--- config.mk ---
export PLATFORM = sky130hd
export DESIGN_NAME = prbs_link_rx
export DESIGN_NICKNAME = d
export VERILOG_FILES = /design/src/rtl/lnk_pkg.sv /design/src/rtl/lnk_slicer.sv /design/src/rtl/lnk_preamble_fsm.sv /design/src/rtl/lnk_lfsr.sv /design/src/rtl/lnk_err_counter.sv /design/src/rtl/prbs_link_rx.sv
export SDC_FILE = /design/constraint.sdc
export NUM_CORES = 1
export LEC_CHECK = 0
export ABC_CLOCK_PERIOD_IN_PS = 4000
export BUFFER_PORTS_ARGS = -buffer_cell sky130_fd_sc_hd__buf_2
export CAP_MARGIN = 5
export CORE_UTILIZATION = 35
export DETAILED_ROUTE_END_ITERATION = 12
export HOLD_SLACK_MARGIN = 0.03
export PLACE_DENSITY = 0.67
export SYNTH_ARGS = -nofsm -noshare
export SYNTH_HDL_FRONTEND = slang
export SYNTH_HIERARCHICAL = 1
export SYNTH_SLANG_ARGS = --single-unit
export TNS_END_PERCENT = 20
--- constraint.sdc ---
create_clock -name clk -period 4 [get_ports clk]
set_clock_uncertainty 0.2 [all_clocks]
set_input_delay 0.8 -clock clk [delete_from_list [all_inputs] [get_ports clk]]
set_output_delay 0.8 -clock clk [all_outputs]
set_load 0.01 [all_outputs]
--- src/rtl/lnk_pkg.sv ---
package lnk_pkg;

   typedef enum logic [2:0] {
      ST_IDLE      = 3'd0,
      ST_PREAMBLE  = 3'd1,
      ST_WAIT_LOAD = 3'd2,
      ST_COUNT     = 3'd3,
      ST_FAULT     = 3'd4
   } rx_state_t;

endpackage

--- src/rtl/lnk_slicer.sv ---
module lnk_slicer #(
   parameter int SAMPLE_W = 14
) (
   input  logic [SAMPLE_W-1:0] sample,
   input  logic [SAMPLE_W-1:0] level,
   input  logic                sign_mode,
   output logic                bit_out
);

   localparam int SIGN_POS = SAMPLE_W - 1;

   generate
      if (SAMPLE_W < 2) begin : g_bad_width
         $error("lnk_slicer: SAMPLE_W must be at least 2");
      end
   endgenerate

   logic above;
   logic sign_bit;

   assign above    = (sample > level);
   assign sign_bit = sample[SIGN_POS];

   always_comb begin
      if (sign_mode) bit_out = sign_bit;
      else           bit_out = above;
   end

   always_comb begin
      if (!sign_mode && (sample <= level)) begin
         AST_SLICE_LOW: assert (!bit_out);
      end
   end

endmodule

--- src/rtl/lnk_preamble_fsm.sv ---
module lnk_preamble_fsm
   import lnk_pkg::*;
#(
   parameter int          PRE_W     = 4,
   parameter logic [PRE_W-1:0] PATTERN = 4'b1011,
   parameter int          MAX_FAILS = 4
) (
   input  logic      clk,
   input  logic      rst_n,
   input  logic      bit_in,
   input  logic      load_req,
   output rx_state_t state,
   output logic      load_fire,
   output logic      run,
   output logic      pattern_ok,
   output logic      pattern_err,
   output logic      retx_req,
   output logic      seed_load
);

   localparam int CNT_W  = (PRE_W > 1) ? $clog2(PRE_W) : 1;
   localparam int FAIL_W = $clog2(MAX_FAILS + 1);
   localparam logic [CNT_W-1:0]  LAST_BIT  = CNT_W'(PRE_W - 1);
   localparam logic [FAIL_W-1:0] FAIL_LIM  = FAIL_W'(MAX_FAILS);

   generate
      if (PRE_W < 2) begin : g_bad_pre
         $error("lnk_preamble_fsm: PRE_W must be at least 2");
      end
      if (MAX_FAILS < 1) begin : g_bad_fails
         $error("lnk_preamble_fsm: MAX_FAILS must be at least 1");
      end
   endgenerate

   logic [PRE_W-1:0]  window_q;
   logic [PRE_W-1:0]  window_next;
   logic [CNT_W-1:0]  bit_cnt_q;
   logic [FAIL_W-1:0] fails_q;
   logic              window_done;
   logic              window_match;

   assign window_next  = {window_q[PRE_W-2:0], bit_in};
   assign window_done  = (state == ST_PREAMBLE) && (bit_cnt_q == LAST_BIT);
   assign window_match = (window_next == PATTERN);
   assign load_fire    = (state == ST_WAIT_LOAD) && load_req;
   assign run          = (state == ST_COUNT);

   always_ff @(posedge clk) begin
      if (!rst_n) begin
         state       <= ST_IDLE;
         window_q    <= '0;
         bit_cnt_q   <= '0;
         fails_q     <= '0;
         pattern_ok  <= 1'b0;
         pattern_err <= 1'b0;
         retx_req    <= 1'b0;
         seed_load   <= 1'b0;
      end else begin
         retx_req  <= 1'b0;
         seed_load <= 1'b0;
         unique case (state)
            ST_IDLE: begin
               bit_cnt_q <= '0;
               state     <= ST_PREAMBLE;
            end
            ST_PREAMBLE: begin
               window_q <= window_next;
               if (window_done) begin
                  bit_cnt_q <= '0;
                  if (window_match) begin
                     pattern_ok  <= 1'b1;
                     pattern_err <= 1'b0;
                     state       <= ST_WAIT_LOAD;
                  end else begin
                     pattern_ok  <= 1'b0;
                     pattern_err <= 1'b1;
                     if (fails_q == FAIL_LIM) begin
                        state <= ST_FAULT;
                     end else begin
                        fails_q  <= fails_q + 1'b1;
                        retx_req <= 1'b1;
                     end
                  end
               end else begin
                  bit_cnt_q <= bit_cnt_q + 1'b1;
               end
            end
            ST_WAIT_LOAD: begin
               if (load_req) begin
                  seed_load <= 1'b1;
                  state     <= ST_COUNT;
               end
            end
            ST_COUNT: state <= ST_COUNT;
            ST_FAULT: state <= ST_FAULT;
            default:  state <= ST_IDLE;
         endcase
      end
   end

   AST_OK_ERR_EXCLUSIVE: assert property (@(posedge clk) disable iff (!rst_n)
      !(pattern_ok && pattern_err));

   AST_RETX_SINGLE: assert property (@(posedge clk) disable iff (!rst_n)
      retx_req |=> !retx_req);

   AST_FAULT_STICKY: assert property (@(posedge clk) disable iff (!rst_n)
      (state == ST_FAULT) |=> (state == ST_FAULT));

   AST_FAULT_NO_RETX: assert property (@(posedge clk) disable iff (!rst_n)
      (state == ST_FAULT) |-> !retx_req);

   AST_SEED_AFTER_WAIT: assert property (@(posedge clk) disable iff (!rst_n)
      seed_load |-> ($past(state) == ST_WAIT_LOAD));

   AST_SEED_SINGLE: assert property (@(posedge clk) disable iff (!rst_n)
      seed_load |=> !seed_load);

endmodule

--- src/rtl/lnk_lfsr.sv ---
module lnk_lfsr #(
   parameter int             WIDTH    = 4,
   parameter logic [WIDTH-1:0] TAP_MASK = 4'b1001,
   parameter logic [WIDTH-1:0] SEED     = 4'b1000
) (
   input  logic clk,
   input  logic rst_n,
   input  logic load,
   input  logic advance,
   output logic ref_bit
);

   localparam int MSB = WIDTH - 1;

   generate
      if (WIDTH < 2) begin : g_bad_width
         $error("lnk_lfsr: WIDTH must be at least 2");
      end
      if (SEED == '0) begin : g_bad_seed
         $error("lnk_lfsr: SEED must be non-zero");
      end
      if (!TAP_MASK[WIDTH-1]) begin : g_bad_taps
         $error("lnk_lfsr: TAP_MASK must include the top stage");
      end
   endgenerate

   logic [WIDTH-1:0] state_q;
   logic [WIDTH-1:0] tapped;
   logic             feedback;

   genvar gi;
   generate
      for (gi = 0; gi < WIDTH; gi++) begin : g_tap
         assign tapped[gi] = state_q[gi] & TAP_MASK[gi];
      end
   endgenerate

   assign feedback = ^tapped;
   assign ref_bit  = state_q[MSB];

   always_ff @(posedge clk) begin
      if (!rst_n)       state_q <= SEED;
      else if (load)    state_q <= SEED;
      else if (advance) state_q <= {state_q[WIDTH-2:0], feedback};
   end

   AST_LFSR_NONZERO: assert property (@(posedge clk) disable iff (!rst_n)
      state_q != '0);

   AST_LFSR_LOADED: assert property (@(posedge clk) disable iff (!rst_n)
      load |=> (ref_bit == SEED[MSB]));

endmodule

--- src/rtl/lnk_err_counter.sv ---
module lnk_err_counter #(
   parameter int ERR_W = 16
) (
   input  logic             clk,
   input  logic             rst_n,
   input  logic             clr,
   input  logic             inc,
   output logic [ERR_W-1:0] count
);

   localparam logic [ERR_W-1:0] CNT_MAX = '1;

   generate
      if (ERR_W < 2) begin : g_bad_width
         $error("lnk_err_counter: ERR_W must be at least 2");
      end
   endgenerate

   always_ff @(posedge clk) begin
      if (!rst_n)                        count <= '0;
      else if (clr)                      count <= '0;
      else if (inc && (count != CNT_MAX)) count <= count + 1'b1;
   end

   AST_CNT_NO_WRAP: assert property (@(posedge clk) disable iff (!rst_n)
      !$past(clr) |-> (count >= $past(count)));

   AST_CNT_STEP_ONE: assert property (@(posedge clk) disable iff (!rst_n)
      !$past(clr) |-> ((count - $past(count)) <= ERR_W'(1)));

endmodule

--- src/rtl/prbs_link_rx.sv ---
module prbs_link_rx
   import lnk_pkg::*;
#(
   parameter int SAMPLE_W = 14,
   parameter int ERR_W    = 16
) (
   input  logic                clk,
   input  logic                rst_n,
   input  logic [SAMPLE_W-1:0] adc_sample,
   input  logic [SAMPLE_W-1:0] ref_level,
   input  logic                sign_mode,
   input  logic                load_req,
   output logic                pattern_ok,
   output logic                pattern_err,
   output logic                retx_req,
   output logic                chan_fault,
   output logic                tx_seed_load,
   output logic [ERR_W-1:0]    err_count
);

   localparam int         PRE_W     = 4;
   localparam logic [3:0] PATTERN   = 4'b1011;
   localparam int         MAX_FAILS = 4;
   localparam int         LFSR_W    = 4;
   localparam logic [3:0] TAPS      = 4'b1001;
   localparam logic [3:0] SEED      = 4'b1000;

   rx_state_t state;
   logic      sliced;
   logic      load_fire;
   logic      run;
   logic      ref_bit;
   logic      mismatch;

   lnk_slicer #(.SAMPLE_W(SAMPLE_W)) u_slicer (
      .sample    (adc_sample),
      .level     (ref_level),
      .sign_mode (sign_mode),
      .bit_out   (sliced)
   );

   lnk_preamble_fsm #(
      .PRE_W     (PRE_W),
      .PATTERN   (PATTERN),
      .MAX_FAILS (MAX_FAILS)
   ) u_ctrl (
      .clk         (clk),
      .rst_n       (rst_n),
      .bit_in      (sliced),
      .load_req    (load_req),
      .state       (state),
      .load_fire   (load_fire),
      .run         (run),
      .pattern_ok  (pattern_ok),
      .pattern_err (pattern_err),
      .retx_req    (retx_req),
      .seed_load   (tx_seed_load)
   );

   lnk_lfsr #(
      .WIDTH    (LFSR_W),
      .TAP_MASK (TAPS),
      .SEED     (SEED)
   ) u_lfsr (
      .clk     (clk),
      .rst_n   (rst_n),
      .load    (load_fire),
      .advance (run),
      .ref_bit (ref_bit)
   );

   assign mismatch   = run && (sliced != ref_bit);
   assign chan_fault = (state == ST_FAULT);

   lnk_err_counter #(.ERR_W(ERR_W)) u_count (
      .clk   (clk),
      .rst_n (rst_n),
      .clr   (load_fire),
      .inc   (mismatch),
      .count (err_count)
   );

   AST_COUNT_ONLY_RUN: assert property (@(posedge clk) disable iff (!rst_n)
      (!run && !load_fire) |=> $stable(err_count));

   AST_FAULT_NO_OK: assert property (@(posedge clk) disable iff (!rst_n)
      chan_fault |=> !pattern_ok);

endmodule

== Yosys cells after proc, flatten, opt, wreduce, memory -nomap -nowiden ==
Cells that the tools add are included.

* Add/sub/neg operators: 3
* Equality and inequality tests: 12
* Bitwise gates (word level): 5
* Reduce and logical (&&, ||, !) cells: 13
* Multiplexer cells: 12
* $lt $le $gt $ge: 1

{| class="wikitable"
|+ Operators by type and width
! cell !! count
|-
| 16-bit by 1-bit adder with 16-bit output, second input constant || 1
|-
| 16-bit inequality test, second input constant || 1
|-
| 3-bit case mux with 5 select lines || 1
|-
| 14-bit greater-than comparator || 1
|-
| 3-bit two-way mux || 4
|-
| 3-bit by 2-bit == test with 1-bit output, second input constant || 2
|-
| 3-bit == test, second input constant || 2
|-
| 1-bit two-way mux || 5
|-
| 1-bit NOT || 5
|-
| 4-bit == test, second input constant || 1
|-
| 1-bit logical AND || 4
|-
| 2-bit case mux with 2 select lines || 1
|-
| 2-bit AND reduction || 2
|-
| 4-bit AND reduction || 1
|-
| 4-bit OR reduction || 1
|-
| 4-bit XOR reduction || 1
|-
| 3-bit by 1-bit adder with 3-bit output, second input constant || 1
|-
| 3-bit by 1-bit == test with 1-bit output, second input constant || 1
|-
| 3-bit logical NOT || 1
|-
| 3-bit by 2-bit inequality test with 1-bit output, second input constant || 1
|-
| 3-bit AND reduction || 1
|-
| 2-bit by 1-bit adder with 2-bit output, second input constant || 1
|-
| 2-bit == test, second input constant || 1
|-
| 2-bit two-way mux || 1
|-
| other kinds (5) || 5
|}

* Register bits: 35
* Input port bits: 32
* Logic and storage cells: 56

== Depth between registers and ports, before layout ==
Gate-level depths: netlist of run 1.

* Depth in word-level cells: 6
* Gate-level depth with buffers: 12

== Modules after synthesis ==
Netlist of run 1, hierarchy kept.

{| class="wikitable"
|+ Modules (own cells, without submodules)
! module !! area each (µm²) !! cells each !! instances !! sequential area each (µm²)
|-
| lnk_err_counter || 864.6 || 91 || 1 || 320.3
|-
| lnk_preamble_fsm || 782.0 || 75 || 1 || 300.3
|-
| lnk_slicer || 364.1 || 49 || 1 || 0.0
|-
| lnk_lfsr || 162.7 || 15 || 1 || 80.1
|-
| prbs_link_rx || 22.5 || 3 || 1 || 0.0
|}

== Least setup slack after synthesis of run 1 ==
OpenSTA, ideal clock, no wires.

* Path kind: in2reg
* Start point: input port ref_level[5]
* End point: register u_count.count[13]
* Data arrival time: 3.283 ns
* Required time: 3.729 ns
* Stages on the path: 12
* Path slack: 0.447 ns
* Library setup time: 0.071 ns
* Path buffers: 0
* Cells stage by stage: inv_1 > ha_1 > nand4_1 > o21bai_1 > a311o_2 > a21oi_1 > xor2_1 > and2_1 > and4_2 > nand3_4 > or4_1 > a21oi_1

* Longest elaborated chain between the ends: 5

{| class="wikitable"
|+ Ends and longest elaborated chain
! item !! line !! RTL
|-
| start, declared || prbs_link_rx.sv:10 || <nowiki>input logic [SAMPLE_W-1:0] ref_level,</nowiki>
|-
| 14-bit greater-than comparator || lnk_slicer.sv:21 || <nowiki>assign above = (sample > level);</nowiki>
|-
| 1-bit two-way mux || lnk_slicer.sv:25 || <nowiki>if (sign_mode) bit_out = sign_bit;</nowiki>
|-
| via sliced || prbs_link_rx.sv:29 || <nowiki>logic sliced;</nowiki>
|-
| 1-bit inequality test || prbs_link_rx.sv:72 || <nowiki>assign mismatch = run && (sliced != ref_bit);</nowiki>
|-
| 1-bit logical AND || prbs_link_rx.sv:72 ||
|-
| via mismatch || prbs_link_rx.sv:33 || <nowiki>logic mismatch;</nowiki>
|-
| 1-bit logical AND || lnk_err_counter.sv:22 || <nowiki>else if (inc && (count != CNT_MAX)) count <= count + 1'b1;</nowiki>
|-
| end signal, assigned || lnk_err_counter.sv:22 ||
|-
| end, declared || lnk_err_counter.sv:8 || <nowiki>output logic [ERR_W-1:0] count</nowiki>
|}

The timed path passes the listed nets, and every way through them passes these cells.
A chain may end at the register's enable or synchronous reset.

== Final worst setup path of run 1 ==
* Start point: input port adc_sample[5]
* End point: register u_count.count[9]

* Longest elaborated chain between the ends: 5

{| class="wikitable"
|+ Ends and longest elaborated chain
! item !! line !! RTL
|-
| start, declared || prbs_link_rx.sv:9 || <nowiki>input logic [SAMPLE_W-1:0] adc_sample,</nowiki>
|-
| 14-bit greater-than comparator || lnk_slicer.sv:21 ||
|-
| 1-bit two-way mux || lnk_slicer.sv:25 ||
|-
| via sliced || prbs_link_rx.sv:29 ||
|-
| 1-bit inequality test || prbs_link_rx.sv:72 ||
|-
| 1-bit logical AND || prbs_link_rx.sv:72 ||
|-
| via mismatch || prbs_link_rx.sv:33 ||
|-
| 1-bit logical AND || lnk_err_counter.sv:22 ||
|}

The timed path passes the listed nets, and every way through them passes these cells.

==> results of run 1 <==
==> routing by layer <==
metal / vias up / global-route usage, %
met4: 0 / 5.36
li1: 964 / -
met5: - / 0
met3: 4 / 3.15
met1: 886 / 18.5
met2: 40 / 23.1
==> logic make-up after synthesis <==
| group | Yosys count | synth area share, % |
|---|---|---|
| AND/OR/NAND/NOR | 93 | 28.6 |
| adder cells (fa/ha/maj) | 18 | 10.3 |
| buffers and inverters | 25 | 5.64 |
| multiplexers | 9 | 4.10 |
| AO/OA/AOI/OAI | 48 | 17.5 |
| flip-flops | 35 | 31.9 |
| XOR/XNOR | 5 | 1.99 |
==> critical path, cell delays in order <==
cell and delay (ns):
buf_2 0.10, ha_1 0.31, nand4_1 0.12, o21bai_1 0.17, a311o_2 0.31, a21oi_1 0.38, xor2_1 0.18, and2_1 0.21
and4_2 0.32, nand3_4 0.13, or4_1 0.42, a21oi_1 0.15
==> layout by cell type (no fill, tap or decap), drive strengths merged, types with 7 or more instances in the layout <==
cell type / count
nand4: 7
a21oi: 12
ha: 18
dfxtp: 35
nand2: 14
mux2i: 9
buf: 52
nor2: 15
inv: 19
and2: 7
nand3: 10
nor2b: 8
==> area by class of cell <==
type / count / area, um2 / area share (%)
Timing Repair Buffer: 52 / 260 / 10.1
Multi-Input combinational cell: 173 / 1370 / 53.1
Clock inverter: 2 / 12.5 / 0.484
Clock buffer: 6 / 72.6 / 2.81
Sequential cell: 35 / 701 / 27.1
Inverter: 19 / 71.3 / 2.76
Tap cell: 75 / 93.8 / 3.63
==> power groups by stage <==
stage	registers (uW)	clock network (uW)	logic, uW
floorplan	366	0	68.7
global placement	373	0	86.1
detailed placement	374	0	88.2
CTS	365	258	88.7
global route	367	278	100
finish	366	244	87.5
==> metrics by stage <==
step | instance area [um2] | total power [uW] | utilization, % | std cells
2_1_floorplan | 2200 | 435 | - | 233
3_5_place_dp | 2500 | 462 | 41.7 | 354
5_1_grt | 2580 | 746 | 43.1 | 362
6_report | 2580 | 697 | 43.1 | 362
4_1_cts | 2580 | 712 | 43.1 | 362
3_3_place_gp | 2500 | 459 | 41.7 | 354
==> registers in the layout, summed over array words and instances (netlist names) <==
signal	count
u_ctrl/pattern_ok	1
u_ctrl/bit_cnt_q	2
u_ctrl/state	3
u_ctrl/fails_q	3
u_lfsr/state_q	4
u_ctrl/window_q	3
u_ctrl/retx_req	1
u_ctrl/seed_load	1
u_count/count	16
u_ctrl/pattern_err	1
==> worst max path at each step <==
stage             startpoint                 to  slack (ns)  cells after the start
6_report       adc_sample[5]   u_count/count[9]        0.39                     12
5_1_grt         ref_level[5]   u_count/count[9]        0.12                     13
2_1_floorplan   ref_level[5]  u_count/count[13]        0.45                     12
4_1_cts         ref_level[5]   u_count/count[9]        0.40                     13
3_3_place_gp    ref_level[5]  u_count/count[13]        0.16                     13
3_5_place_dp    ref_level[5]   u_count/count[9]        0.11                     13
==> results.py, run 1 <==
metrics = {
    "detailed_routing": {
        "via_per_inst": 5.23,
        "wl_met3_um": 157,
        "wl_met2_mm": 2.02,
        "drt-initial-drc-count": 77,
        "routedLengthMet1_mm": 2.07,
        "routedWlPerCell_um": 11.9,
        "totalWireLength_mm": 4.30,
        "routed.top_layer": "met4",
        "via_count": 1894,
        "route.detailed.drc": 0,
        "firstDrtPassIters": 4,
        "ant_nets": 0,
    },
    "grt": {
        "antenna_found_initial": 0,
        "first_global_vias": 1731,
        "grt_usage_pct": 14.3,
        "grt_pass1_wl_mm": 7.35,
        "gr-total-overflow": 0,
        "grt_max_degree": 21,
    },
    "setup_path": {
        "worstSetupPathType": "input port to flip-flop",
        "r2r_slack_ns": 1.41,
        "worstPathRequired_ns": 4.00,
        "reg2reg_to": "u_count/count[9]",
        "r2r_cells": 7,
        "worstPathMaxFanout": 9,
        "r2r_start": "u_ctrl/state[0]",
        "arrival_ns": 3.61,
        "startpoint_type": "input port",
        "worst_setup_path_end_kind": "flip-flop",
    },
    "floorplanning": {
        "rows": 28,
        "coreArea_um2": 5990,
        "chipHeight_um": 81.2,
        "start_util_pct": 36.7,
        "ios": 53,
        "die_x_um": 81.2,
        "die_area_um2": 6590,
    },
    "cts": {
        "clk_pin_slew_worst_paths_ns": 0.07,
        "root_buffer": "clkbuf_8",
        "clock_path_buffers": 2,
        "cts.repair.resized": 0,
        "cts_hold_buf": 0,
        "cts_made_buffers": 5,
        "cts_setup_buffers": 0,
        "clock-sinks": 35,
        "cts.htree.levels": 2,
        "cts_tree": "yes",
        "clk_latency_ns": 0.28,
    },
    "hold_path": {
        "hold_depth": 1,
        "whs_endpoint": "u_lfsr/state_q[3]",
        "hp-class": "flip-flop to flip-flop",
        "hold_start": "u_lfsr/state_q[2]",
    },
    "synth": {
        "synth.avg_cell_area_um2": 9.42,
        "ys_types": 56,
        "synth-warning-count": 6,
        "syn-num-nets": 283,
        "async_reset_ff_share_pct": 0,
        "syn_area_um2": 2200,
        "synth_edf_count": 0,
        "synthTopCellsByCount": "35 x dfxtp_1, 19 x inv_1, 18 x ha_1",
        "yosysSeqAreaShare_pct": 31.9,
        "synthTopCellsByArea": "dfxtp_1 32%, ha_1 10%, mux2i_1 4.1%, inv_1 3.2%, a21oi_1 2.7%",
        "ys_seq_elements": 35,
        "yosysTopAreaCellShare_pct": 31.9,
        "synth-main-ff-cell": "dfxtp_1",
        "yosysMostFrequentCell": "dfxtp_1",
        "syn-instance-count": 233,
        "synth_top_cell_by_area": "dfxtp_1",
    },
    "pwr": {
        "switching_power_uw": 176,
        "pwr_density_cell_nw_per_um2": 270,
        "clockPowerShare_pct": 35.0,
        "netSwitchingFraction_pct": 25.2,
        "p_int_uw": 522,
        "sequentialPowerShare_pct": 52.4,
        "comb_power_share_pct": 12.6,
        "leakage_uw": 0.00115,
        "ir_drop_mv": 0.167,
    },
    "sta": {
        "clock.fmax_ghz": 0.277,
        "holdWs_ns": 0.265,
        "rsz0062_at_grt": "false",
        "setup_tns_ns": 0,
        "maxSlewHeadroom_pct": 64.7,
        "tightest_slew_ns": 0.529,
        "setup_viol": 0,
        "slew_viol_final": 0,
        "postLayoutSetupSlackWorst_ns": 0.386,
        "fin_crit_ns": 3.61,
        "min_period_over_period_pct": 90.3,
        "hold_violations": 0,
    },
    "finish": {
        "syn2layout_area_growth_pct": 17.6,
        "num_antenna_cells": 0,
        "drive_gt1_share_pct": 26.1,
        "nNetsFinal": 336,
        "nFillCells": 601,
    },
    "outcome": {
        "status": "finished clean",
    },
    "placed_design": {
        "dpl.hpwl_mm": 3.39,
        "routabilityCongestion": 0.783,
        "dp_slack_ns": 0.109,
        "port_buffers": 52,
    },
    "run": {
        "maxCapViolCount": 0,
    },
}
(Power assumes the default switching activity.)
==> inputs of run 2 (changes only) <==
--- a/config.mk
+++ b/config.mk
@@ -8,10 +8,10 @@
 export ABC_CLOCK_PERIOD_IN_PS = 4000
 export BUFFER_PORTS_ARGS = -buffer_cell sky130_fd_sc_hd__buf_2
 export CAP_MARGIN = 5
-export CORE_UTILIZATION = 35
+export CORE_UTILIZATION = 50
 export DETAILED_ROUTE_END_ITERATION = 12
 export HOLD_SLACK_MARGIN = 0.03
-export PLACE_DENSITY = 0.67
+export PLACE_DENSITY = 0.86
 export SYNTH_ARGS = -nofsm -noshare
 export SYNTH_HDL_FRONTEND = slang
 export SYNTH_HIERARCHICAL = 1
==> results.py, run 2 (same netlist as run 1, synthesis figures left out) <==
metrics = {
    "outcome": {
        "status": "finished clean",
    },
    "placed_design": {
        "placed_area_um2": 2470,
        "dpl.hpwl_mm": 3.33,
        "routabilityCongestion": 0.826,
        "port_buffers": 52,
        "dp_cells": 329,
    },
    "setup_path": {
        "cpMostUsedCell": "a21oi_1",
        "worstPathMaxFanout": 9,
        "critPathMaxStageDelay_ns": 0.42,
        "worstPathRequired_ns": 4.02,
        "worstSetupPathType": "input port to flip-flop",
        "worstPathCellList": "buf_2, inv_1, ha_1, nand4_1, o21bai_1, a311o_2, a21oi_1, xor2_1, and2_1, and4_2, nand3_4, or4_1, a21oi_1",
        "arrival_ns": 3.62,
        "worst_setup_path_end_kind": "flip-flop",
        "crit_slowest_cell": "or4_1",
        "startpoint_type": "input port",
        "crit_family": "simple AND/OR/NAND/NOR gates",
        "cp_num_buf_inv": 2,
    },
    "floorplanning": {
        "rows": 23,
        "start_util_pct": 53.4,
        "ios": 53,
        "coreArea_um2": 4120,
        "die_area_um2": 4660,
        "chipHeight_um": 68.3,
        "die_x_um": 68.3,
    },
    "pwr": {
        "pwr_density_cell_nw_per_um2": 302,
        "sequentialPowerShare_pct": 46.8,
        "p_int_uw": 602,
        "switching_power_uw": 178,
        "ir_drop_mv": 0.215,
        "leakage_uw": 0.00117,
        "netSwitchingFraction_pct": 22.9,
        "p_total_uw": 780,
        "clockPowerShare_pct": 41.9,
        "comb_power_share_pct": 11.2,
    },
    "finish": {
        "reg_top3": "u_count/count x16, u_lfsr/state_q x4",
        "multiInputGateArea_um2": 1370,
        "final_cell_mix": "52 x buf_2, 35 x dfxtp_1, 19 x inv_1",
        "layout_commonest_cell": "buf_2",
        "drive_gt1_share_pct": 26.5,
        "fin_cells": 337,
        "num_antenna_cells": 0,
        "nFillCells": 346,
        "nNetsFinal": 336,
        "largest_reg_flops": 16,
        "final_cell_area_um2": 2580,
        "largest_register": "u_count/count",
        "syn2layout_area_growth_pct": 17.7,
        "regArea_um2": 701,
    },
    "sta": {
        "setup_viol": 0,
        "holdWs_ns": 0.268,
        "maxSlewHeadroom_pct": 68.3,
        "slew_viol_final": 0,
        "min_period_over_period_pct": 90.0,
        "fin_crit_ns": 3.60,
        "tightest_slew_ns": 0.474,
        "rsz0062_at_grt": "false",
        "hold_violations": 0,
        "clock.fmax_ghz": 0.278,
        "setup_tns_ns": 0,
    },
    "grt": {
        "grt_pass1_wl_mm": 7.11,
        "grt_usage_pct": 20.6,
        "grt_max_degree": 21,
        "gr-total-overflow": 0,
        "first_global_vias": 1692,
        "antenna_found_initial": 0,
    },
    "cts": {
        "clk_latency_ns": 0.29,
        "cts_setup_buffers": 0,
        "clock-sinks": 35,
        "cts_hold_buf": 0,
        "cts_tree": "yes",
        "cts.htree.levels": 2,
        "cts.repair.resized": 0,
        "root_buffer": "clkbuf_8",
        "clock_path_buffers": 2,
        "clk_pin_slew_worst_paths_ns": 0.07,
        "cts_made_buffers": 5,
    },
    "detailed_routing": {
        "ant_nets": 0,
        "via_count": 1903,
        "routedWlPerCell_um": 12.8,
        "route.detailed.drc": 0,
        "firstDrtPassIters": 4,
        "totalWireLength_mm": 4.30,
        "drt-initial-drc-count": 107,
        "via_per_inst": 5.65,
    },
    "hold_path": {
        "hp-class": "flip-flop to flip-flop",
    },
    "run": {
        "maxCapViolCount": 0,
    },
}
==> run 2: cell types whose count changed in the layout (fill, tap and decap cells not counted) <==
cell	change
bufinv_16	+1
clkbuf_1	-1
clkbuf_8	+1
clkinvlp_4	-1
==> run 2: final cells by class <==
| class | instances | share of cell area [%] |
|---|---|---|
| well taps | 50 | 2.42 |
| flip-flops and latches | 35 | 27.1 |
| repair buffers | 52 | 10.1 |
| inverters | 19 | 2.76 |
| multi-input cells | 173 | 53.1 |
| clock buffers | 6 | 3.20 |
| clock inverters | 2 | 1.36 |
==> run 2: worst paths after layout <==
path                                         from           endpoint  slack [ns]  cells after the start
worst max-delay path                 ref_level[5]  u_count/count[13]        0.40                     13
worst min-delay path            u_ctrl/pattern_ok  u_ctrl/pattern_ok        0.27                      2
worst max register to register    u_ctrl/state[0]  u_count/count[13]        1.40                      7
worst min register to register  u_ctrl/pattern_ok  u_ctrl/pattern_ok        0.27                      2
==> run 2: routing by layer <==
metal | global-route usage, % | up-vias | part of all wire, %
met3 | 7.00 | 9 | 4.4
met1 | 23.2 | 883 | 45
met5 | 0 | - | 0
met4 | 8.59 | 0 | 2.1
met2 | 35.2 | 48 | 49
li1 | - | 963 | -
==> run 2: per-stage QoR <==
stage / worst slack [ns] / util, %
global placement: 0.210 / 59.9
global route: 0.195 / 62.8
detailed placement: 0.0907 / 59.9
floorplan: 0.447 / -
finish: 0.401 / 62.8
CTS: 0.395 / 62.8
==> run 2: worst register-to-register path, delay by kind of cell (launching register included) <==
| family | cells | cell delay [ns] |
|---|---|---|
| flip-flops | 1 | 0.54 |
| AND/OR/NAND/NOR | 6 | 1.65 |
| AO/OA/AOI/OAI | 1 | 0.15 |
==> run 2: power by group through the flow <==
| stage | combinational (uW) | sequential (uW) | clock [uW] |
|---|---|---|---|
| after detailed placement | 87.6 | 373 | 0 |
| after floorplan | 68.7 | 366 | 0 |
| after global placement | 84.1 | 373 | 0 |
| after global routing | 99.7 | 366 | 354 |
| final | 87.7 | 365 | 327 |
| after CTS | 88.0 | 365 | 339 |
==> inputs of run 3 (changes only) <==
--- a/config.mk
+++ b/config.mk
@@ -8,6 +8,7 @@
 export ABC_CLOCK_PERIOD_IN_PS = 4000
 export BUFFER_PORTS_ARGS = -buffer_cell sky130_fd_sc_hd__buf_2
 export CAP_MARGIN = 5
+export CORE_MARGIN = 4
 export CORE_UTILIZATION = 50
 export DETAILED_ROUTE_END_ITERATION = 12
 export HOLD_SLACK_MARGIN = 0.03
==> results.py, run 3 (same netlist as run 1, synthesis figures left out) <==
metrics = {
    "outcome": {
        "status": "finished clean",
    },
    "grt": {
        "gr-total-overflow": 0,
        "first_global_vias": 1820,
        "grt_pass1_wl_mm": 7.63,
        "grt_usage_pct": 17.6,
        "grt_max_degree": 21,
        "antenna_found_initial": 0,
    },
    "cts": {
        "root_buffer": "clkbuf_8",
        "clk_latency_ns": 0.29,
        "cts_setup_buffers": 0,
        "cts_tree": "yes",
        "cts_hold_buf": 0,
        "clock-sinks": 35,
        "clk_pin_slew_worst_paths_ns": 0.07,
        "cts.htree.levels": 2,
        "clock_path_buffers": 2,
        "cts_made_buffers": 5,
        "cts.repair.resized": 0,
    },
    "finish": {
        "final_core_util_pct": 62.4,
        "drive_gt1_share_pct": 26.1,
        "layout_commonest_cell": "buf_2",
        "final_cell_mix": "52 x buf_2, 35 x dfxtp_1, 19 x inv_1",
        "fin_cells": 337,
        "reg_top3": "u_count/count x16, u_lfsr/state_q x4",
        "nFillCells": 349,
        "num_antenna_cells": 0,
        "syn2layout_area_growth_pct": 16.9,
        "nNetsFinal": 336,
        "largest_register": "u_count/count",
        "largest_reg_flops": 16,
    },
    "detailed_routing": {
        "via_per_inst": 5.65,
        "route.detailed.drc": 0,
        "routedWlPerCell_um": 13.8,
        "via_count": 1903,
        "totalWireLength_mm": 4.65,
        "ant_nets": 0,
        "drt-initial-drc-count": 139,
        "firstDrtPassIters": 4,
    },
    "placed_design": {
        "port_buffers": 52,
        "dp_slack_ns": 0.0925,
        "routabilityCongestion": 0.832,
        "dp_cells": 329,
        "dpl.hpwl_mm": 3.57,
    },
    "setup_path": {
        "critPathMaxStageDelay_ns": 0.57,
        "worstSetupPathType": "input port to flip-flop",
        "reg2reg_to": "u_count/count[9]",
        "crit_slowest_cell": "or4_1",
        "arrival_ns": 3.66,
        "worst_setup_path_end_kind": "flip-flop",
        "worstPathRequired_ns": 4.02,
        "worstPathCellList": "buf_2, ha_1, nand4_1, or4_1, mux2i_1, a21oi_1, xor2_1, and2_1, and4_2, nand3_4, or4_1, a21oi_1",
        "crit_family": "simple AND/OR/NAND/NOR gates",
        "r2r_start": "u_ctrl/state[0]",
        "worst-path-stages": 12,
        "startpoint_type": "input port",
        "r2r_slack_ns": 1.41,
        "r2r_cells": 7,
        "cp_num_buf_inv": 1,
        "critical_path.endpoint": "u_count/count[9]",
        "crit_path_start": "adc_sample[13]",
        "worstPathMaxFanout": 9,
    },
    "pwr": {
        "ir_drop_mv": 0.159,
        "pwr_density_cell_nw_per_um2": 286,
        "leakage_uw": 0.00116,
    },
    "sta": {
        "postLayoutSetupSlackWorst_ns": 0.364,
        "setup_viol": 0,
        "holdWs_ns": 0.271,
        "hold_violations": 0,
        "rsz0062_at_grt": "false",
        "min_period_over_period_pct": 90.9,
        "maxSlewHeadroom_pct": 68.8,
        "tightest_slew_ns": 0.467,
        "fin_crit_ns": 3.64,
        "clock.fmax_ghz": 0.275,
        "slew_viol_final": 0,
        "setup_tns_ns": 0,
    },
    "floorplanning": {
        "rows": 23,
        "coreArea_um2": 4120,
        "start_util_pct": 53.4,
        "die_area_um2": 5520,
        "die_x_um": 74.3,
        "ios": 53,
        "chipHeight_um": 74.3,
    },
    "run": {
        "maxCapViolCount": 0,
    },
    "hold_path": {
        "hp-class": "flip-flop to flip-flop",
        "hold_start": "u_lfsr/state_q[2]",
    },
}
[run 3: cell types whose count changed in the layout (fill, tap and decap cells not counted), sizes merged]
cell    before  now
bufinv       1    0
clkbuf       6    8
clkinv       1    0
[run 3: area by class of cell]
class | instances | area [um2] | share of cell area, %
inverters | 19 | 71.3 | 2.78
well taps | 50 | 62.6 | 2.44
repair buffers | 52 | 260 | 10.1
clock buffers | 8 | 100 | 3.90
multi-input cells | 173 | 1370 | 53.4
flip-flops and latches | 35 | 701 | 27.3
[run 3: worst min path at each step]
stage	endpoint	slack [ns]	cells past startpoint
after floorplan	u_lfsr/state_q[3]	0.24	1
after global placement	u_ctrl/pattern_ok	0.25	2
after detailed placement	u_ctrl/pattern_ok	0.26	2
after CTS	u_ctrl/pattern_ok	0.27	2
after global routing	u_ctrl/pattern_ok	0.29	2
final	u_lfsr/state_q[3]	0.27	1
[run 3: power breakdown]
part	leakage (uW)	internal (uW)	switching [uW]
logic	0.000824	45.6	41.6
registers	0.000283	354	11.6
clock network	0.0000515	157	124
total	0.00116	557	177
[run 3: per-layer routing]
layer / track usage (%) / vias to the layer above / part of all wire (%)
met5: 0 / - / 0
met3: 3.65 / 11 / 6.3
met1: 20.6 / 877 / 42
li1: - / 962 / -
met4: 8.10 / 0 / 2.1
met2: 30.7 / 53 / 50
[run 3: through the flow]
step,area [um2],power [uW]
floorplan,2200,435
global placement,2470,457
detailed placement,2470,461
CTS,2570,740
global route,2570,765
finish,2570,735
